File: src/rtl/fracn_div_pkg.sv
package fracn_div_pkg;

    localparam int unsigned MIN_N       = 2;
    localparam int unsigned CNT_W_DEF   = 8;
    localparam int unsigned FRAC_W_DEF  = 4;
    localparam int unsigned N_RESET_DEF = 4;

    typedef enum logic {
        MOD_BASE = 1'b0,
        MOD_PLUS = 1'b1
    } mod_sel_e;

    function automatic logic n_is_legal(input logic [31:0] n);
        return n >= MIN_N;
    endfunction

    function automatic mod_sel_e sel_from_carry(input logic carry);
        return carry ? MOD_PLUS : MOD_BASE;
    endfunction

endpackage

File: src/rtl/fracn_cfg_hold.sv
module fracn_cfg_hold
    import fracn_div_pkg::*;
#(
    parameter int unsigned NW    = CNT_W_DEF,
    parameter int unsigned FW    = FRAC_W_DEF,
    parameter int unsigned N_RST = N_RESET_DEF
) (
    input  logic          clk,
    input  logic          rst,
    input  logic          load,
    input  logic [NW-1:0] n_in,
    input  logic [FW-1:0] frac_in,
    input  logic          commit,
    output logic [NW-1:0] nxt_n,
    output logic [FW-1:0] nxt_frac,
    output logic [NW-1:0] act_n,
    output logic [FW-1:0] act_frac
);

    typedef struct packed {
        logic [NW-1:0] n;
        logic [FW-1:0] frac;
    } cfg_t;

    localparam cfg_t CFG_RST = '{n: NW'(N_RST), frac: '0};

    cfg_t stage_q;
    cfg_t live_q;
    cfg_t pick;
    logic pend_q;
    logic accept;

    assign accept = load && n_is_legal(32'(n_in));
    assign pick   = pend_q ? stage_q : live_q;

    always_ff @(posedge clk) begin
        if (rst) begin
            stage_q <= CFG_RST;
            live_q  <= CFG_RST;
            pend_q  <= 1'b0;
        end else begin
            if (commit) begin
                live_q <= pick;
            end
            if (accept) begin
                stage_q <= '{n: n_in, frac: frac_in};
                pend_q  <= 1'b1;
            end else if (commit) begin
                pend_q  <= 1'b0;
            end
        end
    end

    assign nxt_n    = pick.n;
    assign nxt_frac = pick.frac;
    assign act_n    = live_q.n;
    assign act_frac = live_q.frac;

endmodule

File: src/rtl/fracn_accum.sv
module fracn_accum
    import fracn_div_pkg::*;
#(
    parameter int unsigned FW = FRAC_W_DEF
) (
    input  logic          clk,
    input  logic          rst,
    input  logic          step,
    input  logic [FW-1:0] frac,
    output mod_sel_e      sel
);

    localparam int unsigned SW = FW + 1;

    logic [FW-1:0] acc_q;
    logic [SW-1:0] sum;

    assign sum = {1'b0, acc_q} + {1'b0, frac};
    assign sel = sel_from_carry(sum[FW]);

    always_ff @(posedge clk) begin
        if (rst) begin
            acc_q <= '0;
        end else if (step) begin
            acc_q <= sum[FW-1:0];
        end
    end

endmodule

File: src/rtl/fracn_modcnt.sv
module fracn_modcnt
    import fracn_div_pkg::*;
#(
    parameter int unsigned NW    = CNT_W_DEF,
    parameter int unsigned N_RST = N_RESET_DEF
) (
    input  logic          clk,
    input  logic          rst,
    input  logic [NW-1:0] next_n,
    input  mod_sel_e      next_sel,
    output logic          term,
    output mod_sel_e      cur_sel
);

    logic [NW-1:0] cnt_q;
    logic [NW-1:0] reload;

    // N >= 2 is guaranteed upstream, so N-1+sel never wraps.
    assign reload = next_n - NW'(1) + NW'(next_sel == MOD_PLUS);
    assign term   = (cnt_q == '0);

    always_ff @(posedge clk) begin
        if (rst) begin
            cnt_q   <= NW'(N_RST - 1);
            cur_sel <= MOD_BASE;
        end else if (term) begin
            cnt_q   <= reload;
            cur_sel <= next_sel;
        end else begin
            cnt_q   <= cnt_q - NW'(1);
        end
    end

endmodule

File: src/rtl/fracn_divider.sv
module fracn_divider
    import fracn_div_pkg::*;
#(
    parameter int unsigned CNT_W   = CNT_W_DEF,
    parameter int unsigned FRAC_W  = FRAC_W_DEF,
    parameter int unsigned N_RESET = N_RESET_DEF
) (
    input  logic              clk,
    input  logic              rst,
    input  logic [CNT_W-1:0]  n_in,
    input  logic [FRAC_W-1:0] frac_in,
    input  logic              load,
    output logic              div_pulse,
    output logic              mod_plus
);

    logic [CNT_W-1:0]  nxt_n;
    logic [FRAC_W-1:0] nxt_frac;
    logic [CNT_W-1:0]  act_n;
    logic [FRAC_W-1:0] act_frac;
    logic              term;
    mod_sel_e          nxt_sel;
    mod_sel_e          cur_sel;

    fracn_cfg_hold #(
        .NW    (CNT_W),
        .FW    (FRAC_W),
        .N_RST (N_RESET)
    ) u_cfg (
        .clk      (clk),
        .rst      (rst),
        .load     (load),
        .n_in     (n_in),
        .frac_in  (frac_in),
        .commit   (term),
        .nxt_n    (nxt_n),
        .nxt_frac (nxt_frac),
        .act_n    (act_n),
        .act_frac (act_frac)
    );

    fracn_accum #(
        .FW (FRAC_W)
    ) u_acc (
        .clk  (clk),
        .rst  (rst),
        .step (term),
        .frac (nxt_frac),
        .sel  (nxt_sel)
    );

    fracn_modcnt #(
        .NW    (CNT_W),
        .N_RST (N_RESET)
    ) u_cnt (
        .clk      (clk),
        .rst      (rst),
        .next_n   (nxt_n),
        .next_sel (nxt_sel),
        .term     (term),
        .cur_sel  (cur_sel)
    );

    assign div_pulse = term;
    assign mod_plus  = (cur_sel == MOD_PLUS);

endmodule

File: config.mk
export PLATFORM = sky130hd
export DESIGN_NAME = fracn_divider
export DESIGN_NICKNAME = d
export VERILOG_FILES = /design/src/rtl/fracn_div_pkg.sv /design/src/rtl/fracn_cfg_hold.sv /design/src/rtl/fracn_accum.sv /design/src/rtl/fracn_modcnt.sv /design/src/rtl/fracn_divider.sv
export SDC_FILE = /design/constraint.sdc
export NUM_CORES = 1
export LEC_CHECK = 0
export BUFFER_PORTS_ARGS = -buffer_cell sky130_fd_sc_hd__buf_2
export CAP_MARGIN = 20
export CORE_ASPECT_RATIO = 1.25
export CORE_MARGIN = 2
export CORE_UTILIZATION = 50
export CTS_CLUSTER_DIAMETER = 40
export DETAILED_ROUTE_END_ITERATION = 8
export PLACE_DENSITY = 0.78
export SETUP_SLACK_MARGIN = 0.2
export SLEW_MARGIN = 30
export SYNTH_ARGS = -nofsm -noshare
export SYNTH_HDL_FRONTEND = slang
export SYNTH_SLANG_ARGS = --single-unit
File: constraint.sdc
create_clock -name clk -period 3.3 [get_ports clk]
set_input_delay 0.66 -clock clk [delete_from_list [all_inputs] [get_ports clk]]
set_output_delay 0.66 -clock clk [all_outputs]
set_load 0.05 [all_outputs]
Word level (Yosys, flattened, before mapping). Index checks and enable logic that the tools add are counted.

Register bits: 38. Bits in latches: 0. RAM bits: 0. ROM bits: 0. Input bits: 15. Output and inout port bits: 2. Logic and storage cells: 21. Memories kept: 0.

Add/subtract/negate cells: 4. Multipliers: 0. Divide/modulo/power cells: 0. Magnitude comparators: 1. Eq/ne operators: 0. Shift operators: 0. Muxes and demuxes: 5. Bitwise operators: 0. Reductions and logical operators: 3.

Operators with widths (number): 8-bit by 1-bit subtractor with 8-bit output, second input constant (2); 12-bit 2-to-1 mux (1); 8-bit by 1-bit adder with 8-bit output (1); 8-bit by 2-bit >= comparator with 1-bit output, second input constant (1); 8-bit logical NOT (1); 8-bit 2-to-1 mux (1); 4-bit by 4-bit adder with 5-bit output (1); 1-bit 2-to-1 mux (3); 2-bit nonzero test (1); 1-bit logical AND (1).

Logic depth before layout (Yosys ltp). Gate-level depths: netlist of the first run.

Depth in word-level cells: 5. Gate-level depth with buffers: 13. Depth with buffers taken out: 11.

Hierarchy. Synthesis of the first run repeated with hierarchy kept, for this count alone.

Cells, all modules: 205. Area, all modules: 2015.7 um^2.

Modules (own cells, without submodules): fracn_cfg_hold (times used 1, cells each 109, area each 1146.1 um^2, seq. area each 500.5 um^2); fracn_modcnt (times used 1, cells each 66, area each 584.3 um^2, seq. area each 180.2 um^2); fracn_accum (times used 1, cells each 30, area each 285.3 um^2, seq. area each 80.1 um^2).

Worst setup path after synthesis of the first run. Ideal clock, no wire load.

Path kind: flip-flop to flip-flop. Start point: register u_cfg.pend_q. End point: register u_cnt.cnt_q[6]. Library setup time: 132 ps. Data arrival time: 2860 ps. Required time: 3168 ps. Setup slack: 308 ps. Cell stages (with the launch flop): 14. Path buffers: 2. Period minus slack after synthesis: 2992 ps. Cells stage by stage: dfxtp_1 > buf_2 > buf_2 > mux2_2 > ha_1 > fa_1 > a21o_1 > a21oi_1 > ha_1 > ha_1 > o221ai_1 > xor2_1 > o21ai_0 > a21oi_1.

Word-level cells in the longest chain between the ends: 5. Elaborated cells on any way between the ends: 6. Those cells by class: 3 x add/sub; 3 x mux.

Ends and longest elaborated chain: start: declaration (RTL line fracn_cfg_hold.sv:30) `logic pend_q;`; start signal: assignment (RTL line fracn_cfg_hold.sv:40) `pend_q <= 1'b0;`; start signal: assignment (RTL line fracn_cfg_hold.sv:47) `pend_q <= 1'b1;`; start signal: assignment (RTL line fracn_cfg_hold.sv:49) `pend_q <= 1'b0;`; 12-bit 2-to-1 mux (RTL line fracn_cfg_hold.sv:34) `assign pick = pend_q ? stage_q : live_q;`; net nxt_frac[0] (RTL line fracn_divider.sv:18) `logic [FRAC_W-1:0] nxt_frac;`; 4-bit by 4-bit adder with 5-bit output (RTL line fracn_accum.sv:18) `assign sum = {1'b0, acc_q} + {1'b0, frac};`; 1-bit 2-to-1 mux (RTL line fracn_div_pkg.sv:18) `return carry ? MOD_PLUS : MOD_BASE;`; 8-bit by 1-bit adder with 8-bit output (RTL line fracn_modcnt.sv:19) `assign reload = next_n - NW'(1) + NW'(next_sel == MOD_PLUS);`; 8-bit 2-to-1 mux (RTL line fracn_modcnt.sv:26) `end else if (term) begin`; end signal: assignment (RTL line fracn_modcnt.sv:24) `cnt_q <= NW'(N_RST - 1);`; end signal: assignment (RTL line fracn_modcnt.sv:27) `cnt_q <= reload;`; end signal: assignment (RTL line fracn_modcnt.sv:30) `cnt_q <= cnt_q - NW'(1);`; end: declaration (RTL line fracn_modcnt.sv:15) `logic [NW-1:0] cnt_q;`.

The timed path passes the listed nets, and every way through them passes these cells. A chain may end at the register's enable or synchronous reset.

Worst setup path after layout of the first run. Same ends and word-level chain as after synthesis.

==> results of run 1 <==
## metrics by stage
step | total power, W | util | instances | worst slack [ns] | hold WS [ns]
6_report | 0.00109 | 0.572 | 272 | 0.418 | 0.461
5_1_grt | 0.00115 | 0.572 | 272 | 0.247 | 0.478
4_1_cts | 0.00110 | 0.571 | 272 | 0.329 | 0.460
3_5_place_dp | 0.000703 | 0.541 | 265 | 0.339 | 0.450
3_3_place_gp | 0.000697 | 0.541 | 265 | 0.438 | 0.441
2_1_floorplan | 0.000658 | - | 218 | 0.308 | 0.434
## layout by cell type, fill, tap and decap left out, types with 2 or more instances in the layout
cell type	n
nand2_1	38
dfxtp_1	38
nor2_1	20
a21oi_1	20
buf_2	16
mux2i_1	13
ha_1	8
a211oi_1	7
xnor2_1	7
nand3_1	6
clkbuf_8	6
mux2_2	4
a21o_1	4
nor3_1	4
xor2_1	4
o21ai_0	4
buf_4	4
inv_1	3
or4_4	3
nor3b_1	3
a21oi_2	2
a22oi_1	2
## power by group through the flow
stage | registers [W] | logic [W] | clock network [W]
after floorplan | 0.000521 | 0.000137 | 0
after global routing | 0.000519 | 0.000198 | 0.000429
after global placement | 0.000524 | 0.000173 | 0
after CTS | 0.000515 | 0.000178 | 0.000407
after detailed placement | 0.000526 | 0.000177 | 0
final | 0.000515 | 0.000177 | 0.000401
## critical path: stages, from the launching register on
cell,delay (ns)
dfxtp_1,0.42
mux2_2,0.37
ha_1,0.23
fa_1,0.41
a21o_1,0.19
a21oi_2,0.19
ha_1,0.18
ha_1,0.20
o221ai_1,0.14
xor2_1,0.18
o21ai_0,0.15
a21oi_1,0.08
## cell families (layout without fill, tap and decap cells)
family	Yosys count	count (layout)
and+or+nand+nor	80	80
DFF	38	38
xor gates and xnor gates	11	11
muxes	17	17
buffers and inverters	16	30
adders and majority gates	9	9
AOI/OAI and AO/OA	47	47
## worst max-delay path by stage
stage / from / endpoint / slack, ns / depth (start not counted)
CTS: u_cfg.pend_q / u_cnt.cnt_q[6] / 0.33 / 11
global placement: u_cfg.pend_q / u_cnt.cnt_q[6] / 0.44 / 11
detailed placement: u_cfg.pend_q / u_cnt.cnt_q[6] / 0.34 / 11
finish: u_cfg.pend_q / u_cnt.cnt_q[6] / 0.42 / 11
global route: u_cfg.pend_q / u_cnt.cnt_q[6] / 0.25 / 11
floorplan: u_cfg.pend_q / u_cnt.cnt_q[6] / 0.31 / 13
## routing by layer
layer	routed length (um)	track usage	up-vias
met5	0	0	-
met4	56	0.0758	0
met3	82	0.0479	4
met2	2100	0.349	14
met1	1640	0.232	717
li1	-	-	782
## final cells by class
class | count | area share
multi-input cells | 164 | 0.509
flip-flops and latches | 38 | 0.357
repair buffers | 20 | 0.0517
clock buffers | 6 | 0.0388
well taps | 40 | 0.0235
clock inverters | 1 | 0.0141
inverters | 3 | 0.00529
## registers in the layout, indices dropped and copies added, names as in the netlist
name	flops
u_acc.acc_q	4
u_cfg.act_frac	4
u_cfg.act_n	8
u_cfg.pend_q	1
u_cfg.stage_q	12
u_cnt.cnt_q	8
u_cnt.cur_sel	1
## cells in the mapped netlist
library cell,instances
o21ai_0,4
nor3_2,1
nand3b_1,1
nand2_1,38
mux2i_1,13
clkbuf_1,5
a21oi_2,1
o41ai_4,1
a22oi_1,2
nand2b_1,1
a211oi_1,7
dfxtp_1,38
a21oi_1,21
o2111ai_1,1
o221ai_1,1
xnor2_1,7
or3_1,1
o211ai_1,1
a211o_1,1
mux2_2,4
nand3_1,6
or4_4,3
o31ai_1,1
a311oi_1,1
buf_2,5
nor3b_1,3
a21o_1,4
nor2_1,20
buf_6,1
buf_1,2
nor3_1,4
nor3b_2,1
xor2_1,4
ha_1,8
nor4_1,1
fa_1,1
inv_1,3
o22ai_1,1
==> impl_metrics.yaml, run 1 <==
worst_setup_path:
  rrSetupSlack_ns: 0.42
  arrival_ns: 3.03
  rr_worst_depth: 11
  cp-start-kind: "flop"
  r2r_start: "u_cfg.pend_q"
  crit_fanout: 5
  critical_path.endpoint_type: "flop"
  r2r_end: "u_cnt.cnt_q[6]"
  cp.required_ns: 3.45
  critPathKind: "reg2reg"
timing:
  drv_slew: 0
  fin_tns_setup_ns: 0
  worst_slew_pin_slew_ns: 0.798
  final.period_utilization: 0.873
  relSlewSlack: 0.466
  setup_viol: 0
  rsz0062_at_grt: "no"
  hold_violations: 0
  period_needed_ns: 2.88
  clock.fmax_mhz: 347
  skew_ns: 0.00435
synthesis:
  synth_area_leader_cell: "dfxtp_1"
  synthXorXnorAreaFrac: 0.0503
  yosys.cell_types.count: 38
  synthMuxAreaShare: 0.0915
  synth_warnings: 0
  synth_nets: 242
  syn_area_um2: 1910
  synth_top_family_by_area: "simple AND/OR/NAND/NOR gates"
  synth-adder-area-share: 0.0627
  synth_seq_cells: 38
  yosysSeqAreaShare: 0.397
  synth.area.top_cells: "dfxtp_1, nand2_1, mux2i_1"
  avgSynthCellArea_um2: 8.78
  syn_inst: 218
  synth_compound_area_frac: 0.165
  synthSimpleGateAreaFrac: 0.195
  yosys.area.top_type_share: 0.397
final_layout:
  fillers: 345
  area_delta_synth_final_pct: 11.2
  antenna_cells_inserted: 0
  multi_input_area_um2: 1080
  final_area_um2: 2130
  seq_area_um2: 761
  nets: 256
  drive_above_1_share: 0.168
clocking:
  clk_path_buf_depth: 2
  ctsHoldBuffers: 0
  root_buffer: "clkbuf_8"
  clkTransAtPathRegs_ns: 0.07
  clk_latency_ns: 0.29
  clock_sinks: 38
  cts_buffers: 5
  cts_resized: 0
  postCtsSetupBuffers: 0
  htree_levels: 2
  cts_tree: "yes"
run_status:
  run_status: "finished clean"
pwr:
  clock_power_share: 0.367
  p_leak_nw: 0.872
  cellPowerDensity_nw_per_um2: 514
  pwr-share-seq: 0.471
  comb_power_share: 0.162
  intPower_w: 0.000805
  power.switching_w: 0.000288
  switching_share: 0.263
  ir_worst_vdd_uv: 377
routing:
  firstDrtPassIters: 4
  first_iter_violations: 40
  drc: 0
  wl_per_cell_um: 14.3
  drtAntennaViolNets: 0
  vias: 1517
  wl_um: 3880
  viasPerCell: 5.58
grt:
  grt_pass1_wl_um: 6530
  overflow: 0
  antenna_found_initial: 0
  grt_max_degree: 40
  gr-usage-all-layers: 0.200
  grt_pass1_vias: 1417
floorplan:
  core_area_um2: 3720
  fp.dieH_um: 73.2
  rows: 25
  ios: 17
  fp.dieW_um: 59.3
  initial_core_util: 0.514
  die-area_um2: 4340
place:
  place.gp.congestion: 0.815
  dp_hpwl_um: 2760
  placed_area_um2: 2010
  port_buffers: 16
hold_path:
  hold_depth: 2
  hp-class: "reg2reg"
  min_to: "u_cfg.act_frac[1]"
  hp-start: "u_cfg.act_frac[1]"
run:
  maxCapViolCount: 0
(Power assumes the default switching activity.)
==> inputs of run 2 (changes only) <==
--- a/config.mk
+++ b/config.mk
@@ -5,6 +5,7 @@
 export SDC_FILE = /design/constraint.sdc
 export NUM_CORES = 1
 export LEC_CHECK = 0
+export ABC_AREA = 1
 export BUFFER_PORTS_ARGS = -buffer_cell sky130_fd_sc_hd__buf_2
 export CAP_MARGIN = 20
 export CORE_ASPECT_RATIO = 1.25
@@ -12,9 +13,10 @@
 export CORE_UTILIZATION = 50
 export CTS_CLUSTER_DIAMETER = 40
 export DETAILED_ROUTE_END_ITERATION = 8
+export HOLD_SLACK_MARGIN = 0.15
 export PLACE_DENSITY = 0.78
 export SETUP_SLACK_MARGIN = 0.2
-export SLEW_MARGIN = 30
+export SLEW_MARGIN = 40
 export SYNTH_ARGS = -nofsm -noshare
 export SYNTH_HDL_FRONTEND = slang
 export SYNTH_SLANG_ARGS = --single-unit
==> run 2 against run 1 <==
  * Hold slack lost 0.0061 ns
  * Maximum frequency up 11%
  * Wire length shrank 5.2%
  * Clock power shrank 17%
  * Non-clock buffer count fell by 2
  * Global-route usage down 1.3 points
  * Sequential power is 8.7% higher
  * Critical path depth fell by 4
  * Sequential share of layout area increased by 0.55 points
  * Utilization decreased by 0.87 points
  * Design area decreased by 1.5%
  * Setup slack better by 0.30 ns
  * Critical endpoint is now div_pulse
==> impl_metrics.yaml, run 2 <==
routing:
  firstDrtPassIters: 4
  wl_per_cell_um: 11.4
  wl_um: 3670
  first_iter_violations: 49
  drc: 0
  vias: 1655
  wl_met1_um: 1690
  wl_met2_um: 1810
  top_layer_used: "met4"
  viasPerCell: 5.14
  wl_met3_um: 108
  drtAntennaViolNets: 0
grt:
  grt_max_degree: 29
  overflow: 0
  grt_pass1_vias: 1456
  grt_pass1_wl_um: 6180
  antenna_found_initial: 0
  gr-usage-all-layers: 0.187
floorplan:
  fp.dieW_um: 59.5
  fp.dieH_um: 73.4
  ios: 17
  initial_core_util: 0.517
  core_area_um2: 3720
  die-area_um2: 4360
  rows: 25
synthesis:
  syn_area_um2: 1920
  synth_top_flop_cell: "dfxtp_1"
  synthArstFlopShare: 0
  yosys-top-cells-count: "nand2_1, dfxtp_1, nor2_1"
  yosys.cell_types.count: 29
  synth_edf_count: 0
  synth_seq_cells: 38
  yosys.area.top_type_share: 0.395
  yosysSeqAreaShare: 0.395
  syn_inst: 266
  synth_nets: 290
  synth.area.top_cells: "dfxtp_1, nand2_1, o21ai_0"
  avgSynthCellArea_um2: 7.23
  synth.most_common_cell: "nand2_1"
  synth_area_leader_cell: "dfxtp_1"
  synth_warnings: 0
pwr:
  cellPowerDensity_nw_per_um2: 581
  ir_worst_vdd_uv: 362
  p_leak_nw: 0.941
final_layout:
  area_delta_synth_final_pct: 8.91
  largest_reg_flops: 12
  antenna_cells_inserted: 0
  final_cell_mix: "nand2_1, dfxtp_1, nor2_1, o21ai_0, a21oi_1"
  fillers: 356
  nets: 305
  drive_above_1_share: 0.135
  final_area_um2: 2100
  registers.top_by_ff_count: "u_cfg.stage_q"
  final_common_cell: "nand2_1"
clocking:
  cts_buffers: 5
  htree_levels: 2
  ctsHoldBuffers: 0
  cts_tree: "yes"
  postCtsSetupBuffers: 0
  clkTransAtPathRegs_ns: 0.07
  root_buffer: "clkbuf_8"
  clock_sinks: 38
  clk_path_buf_depth: 2
  cts_resized: 0
  clk_latency_ns: 0.29
timing:
  hold_violations: 0
  final.period_utilization: 0.783
  drv_slew: 0
  rsz0062_at_grt: "no"
  relSlewSlack: 0.560
  period_needed_ns: 2.59
  fin_tns_setup_ns: 0
  skew_ns: 0.00304
  clock.fmax_mhz: 387
  worst_slew_pin_slew_ns: 0.659
  setup_viol: 0
worst_setup_path:
  critPathKind: "reg2out"
  critical_path.endpoint_type: "output port"
  crit_chain: "inv_1 -> ha_1 -> nand2_1 -> nor2_2 -> nand2_1 -> inv_2 -> buf_2"
  cp-start-kind: "flop"
  cp.required_ns: 2.64
  rr_worst_depth: 13
  max_stage_delay_ns: 0.33
  slowest_stage: "dfxtp_1"
  arrival_ns: 1.93
  crit_fanout: 19
  cp_common_cell: "nand2_1"
hold_path:
  hp-class: "reg2reg"
  hold_depth: 2
run:
  maxCapViolCount: 0
place:
  port_buffers: 16
  dp_hpwl_um: 2610
  placed_area_um2: 2000
  place.gp.congestion: 0.857
run_status:
  run_status: "finished clean"
[run 2: changes by cell type after synthesis, moves of 5 or more]
| cell | delta |
|---|---|
| a211oi_1 | -5 |
| a21oi_1 | +5 |
| nand2_1 | +11 |
| nor2_1 | +16 |
| mux2i_1 | -13 |
| o21ai_0 | +28 |
| inv_1 | +20 |
| nand3_1 | +7 |
[run 2: cell type report]
cell class | instances | area [um2] | area share
timing repair buffer | 18 | 95.1 | 0.0454
clock buffer | 6 | 82.6 | 0.0394
clock inverter | 2 | 12.5 | 0.00597
sequential | 38 | 761 | 0.363
multi-input combinational | 192 | 997 | 0.476
inverter | 26 | 97.6 | 0.0466
tap | 40 | 50.0 | 0.0239
[run 2: kinds of logic (layout without fill, tap and decap cells)]
group	Yosys count	in the layout	synth area share
buffers and inverters	36	52	0.0865
xor gates and xnor gates	5	5	0.0228
AOI/OAI and AO/OA	67	67	0.181
DFF	38	38	0.395
adders and majority gates	9	9	0.0624
and+or+nand+nor	111	111	0.252
[run 2: critical path, delay by kind of cell, from the launching register on]
kind | cells | cell delay [ns]
DFF | 1 | 0.33
buffers and inverters | 3 | 0.70
and+or+nand+nor | 3 | 0.40
adders and majority gates | 1 | 0.19
[run 2: path summary, 6_finish.rpt]
check,startpoint,to,slack (ns)
worst min register to register,u_cfg.act_frac[2],u_cfg.act_frac[2],0.46
worst max-delay path,u_cnt.cnt_q[0],div_pulse,0.71
worst min-delay path,u_cfg.act_frac[2],u_cfg.act_frac[2],0.46
worst max register to register,u_cfg.pend_q,u_cnt.cnt_q[6],0.82
[run 2: stage by stage]
stage / hold slack (ns) / instances / total power, W / util / setup slack, ns
finish: 0.455 / 322 / 0.00122 / 0.563 / 0.715
global route: 0.486 / 322 / 0.00130 / 0.563 / 0.489
CTS: 0.457 / 322 / 0.00123 / 0.563 / 0.724
detailed placement: 0.445 / 314 / 0.000895 / 0.537 / 0.805
global placement: 0.434 / 314 / 0.000890 / 0.537 / 0.868
floorplan: 0.424 / 266 / 0.000835 / - / 0.745
[run 2: per-layer routing]
layer / vias to the layer above / track usage
li1: 892 / -
met1: 736 / 0.211
met2: 21 / 0.332
met3: 6 / 0.0475
met4: 0 / 0.0691
met5: - / 0
[run 2: power by group]
| group | switching [W] | total (W) | internal, W |
|---|---|---|---|
| Sequential | 0.0000374 | 0.000560 | 0.000523 |
| Clock | 0.000164 | 0.000332 | 0.000168 |
| Combinational | 0.000206 | 0.000326 | 0.000120 |
==> inputs of run 3 (changes only) <==
==> constraint.sdc (replaced) <==
create_clock -name clk -period 2.7 [get_ports clk]
set_input_delay 0.54 -clock clk [delete_from_list [all_inputs] [get_ports clk]]
set_output_delay 0.54 -clock clk [all_outputs]
set_load 0.05 [all_outputs]
==> run 3 against run 2 <==
  * Via count rose by 5.4%
  * Hold slack got worse by 0.0017 ns
  * Sequential power rose by 22%
  * Clock-buffer cell count did not move
  * Non-clock buffer count rose by 3
  * Critical path type is now reg2reg
  * Critical endpoint is now u_cnt.cnt_q[6]
  * Largest cell class unchanged
  * Largest power group unchanged
  * Highest routed layer unchanged
==> impl_metrics.yaml, run 3 (synthesized netlist as in run 2, its figures left out) <==
worst_setup_path:
  r2r_end: "u_cnt.cnt_q[6]"
  max_stage_delay_ns: 0.36
  r2r_start: "u_cfg.pend_q"
  rrSetupSlack_ns: 0.34
  cp_top_family: "adder cells"
  crit_fanout: 7
  cp_num_buf_inv: 1
  arrival_ns: 2.59
  cp-start-kind: "flop"
  rr_worst_depth: 13
  cp.required_ns: 2.93
  crit_chain: "o21ai_0 -> ha_1 -> nand2_1 -> nand2_1 -> a21oi_2 -> ha_1 -> ha_1 -> nand3_2 -> inv_1 -> nand3_1 -> nand2_1 -> nand3_1 -> a21oi_1"
  slowest_stage: "o21ai_0"
  critPathKind: "reg2reg"
  critical_path.endpoint_type: "flop"
floorplan:
  fp.dieW_um: 59.5
  fp.dieH_um: 73.4
  ios: 17
  core_area_um2: 3720
  rows: 25
  initial_core_util: 0.517
  die-area_um2: 4360
pwr:
  switching_share: 0.339
  clock_power_share: 0.269
  finalPower_w: 0.00151
  pwr-share-seq: 0.453
  comb_power_share: 0.278
  cellPowerDensity_nw_per_um2: 705
  intPower_w: 0.000999
  p_leak_nw: 0.952
  ir_worst_vdd_uv: 416
  power.switching_w: 0.000513
timing:
  final.period_utilization: 0.874
  clock.fmax_mhz: 424
  hold_violations: 0
  relSlewSlack: 0.544
  setup_viol: 0
  worst_slew_pin_slew_ns: 0.683
  skew_ns: 0.00362
  fin_tns_setup_ns: 0
  period_needed_ns: 2.36
  rsz0062_at_grt: "yes"
  drv_slew: 0
final_layout:
  final_common_cell: "nand2_1"
  final_cell_mix: "nand2_1, dfxtp_1, nor2_1, o21ai_0, a21oi_1"
  utilization: 0.576
  nets: 308
  drive_above_1_share: 0.165
  registers.top_by_ff_count: "u_cfg.stage_q"
  largest_reg_flops: 12
  antenna_cells_inserted: 0
  area_delta_synth_final_pct: 11.5
grt:
  grt_pass1_vias: 1610
  overflow: 0
  grt_pass1_wl_um: 6750
  grt_max_degree: 29
  gr-usage-all-layers: 0.207
  antenna_found_initial: 0
place:
  dp_hpwl_um: 2770
  place.gp.congestion: 0.786
  port_buffers: 16
clocking:
  cts_tree: "yes"
  root_buffer: "clkbuf_8"
  clock_sinks: 38
  clkTransAtPathRegs_ns: 0.07
  clk_latency_ns: 0.29
  htree_levels: 2
  clk_path_buf_depth: 2
  cts_buffers: 5
  ctsHoldBuffers: 0
hold_path:
  hp-class: "reg2reg"
  min_to: "u_cfg.act_frac[2]"
  hp-start: "u_cfg.act_frac[2]"
  hold_depth: 2
routing:
  wl_um: 3910
  firstDrtPassIters: 5
  vias: 1745
  viasPerCell: 5.37
  drtAntennaViolNets: 0
  drc: 0
  wl_per_cell_um: 12.0
  first_iter_violations: 46
run_status:
  run_status: "finished clean"
run:
  maxCapViolCount: 0
[run 3: changes by cell type in the layout (fill, tap and decap cells not counted), sizes merged]
| cell | previous run | this run |
|---|---|---|
| buf | 18 | 20 |
| clkbuf | 6 | 7 |
[run 3: per-layer routing]
| layer | global-route usage | vias up | wire length [um] |
|---|---|---|---|
| li1 | - | 907 | - |
| met1 | 0.221 | 790 | 1600 |
| met2 | 0.382 | 35 | 2050 |
| met3 | 0.0423 | 13 | 115 |
| met4 | 0.0914 | 0 | 146 |
| met5 | 0 | - | 0 |
[run 3: final cells by class]
type | instances | area (um2)
Fill cell | 339 | 1580
Multi-Input combinational cell | 192 | 1020
Sequential cell | 38 | 762
Timing Repair Buffer | 21 | 120
Inverter | 26 | 100
Clock buffer | 6 | 82.6
Tap cell | 40 | 50.0
Clock inverter | 2 | 12.5
[run 3: how the worst max path moves through the flow]
stage                 start             end  depth (start not counted)
6_report       u_cfg.pend_q  u_cnt.cnt_q[6]                         13
5_1_grt        u_cfg.pend_q  u_cnt.cnt_q[6]                         12
4_1_cts        u_cfg.pend_q  u_cnt.cnt_q[6]                         13
3_5_place_dp   u_cfg.pend_q  u_cnt.cnt_q[6]                         13
3_3_place_gp   u_cfg.pend_q  u_cnt.cnt_q[6]                         13
2_1_floorplan  u_cfg.pend_q  u_cnt.cnt_q[6]                         16
[run 3: power groups by stage]
stage               clock network [W]  registers, W  logic (W)
floorplan                           0      0.000695   0.000328
global placement                    0      0.000693   0.000397
detailed placement                  0      0.000697   0.000406
CTS                          0.000419      0.000684   0.000411
global route                 0.000432      0.000692   0.000484
finish                       0.000407      0.000685   0.000420
[run 3: what timing repair did]
item / in CTS / in global routing
buffers inserted: 0 / 2
endpoints found under the setup margin: 0 / 5
resized for setup: 0 / 10
[run 3: per-stage QoR]
| stage | area, um2 | hold slack, ns | setup slack, ns | std cells |
|---|---|---|---|---|
| after floorplan | 1930 | 0.424 | 0.207 | 266 |
| after global placement | 2010 | 0.437 | 0.354 | 315 |
| after detailed placement | 2010 | 0.442 | 0.260 | 315 |
| after CTS | 2110 | 0.453 | 0.206 | 323 |
| after global routing | 2150 | 0.475 | 0.139 | 325 |
| final | 2150 | 0.453 | 0.339 | 325 |
[run 3: worst register-to-register path, cell delays in order (launching register included)]
cell,delay [ns]
dfxtp_2,0.35
o21ai_0,0.36
ha_1,0.35
nand2_1,0.09
nand2_1,0.06
a21oi_2,0.19
ha_1,0.17
ha_1,0.17
nand3_2,0.13
inv_1,0.10
nand3_1,0.08
nand2_1,0.07
nand3_1,0.06
a21oi_1,0.12
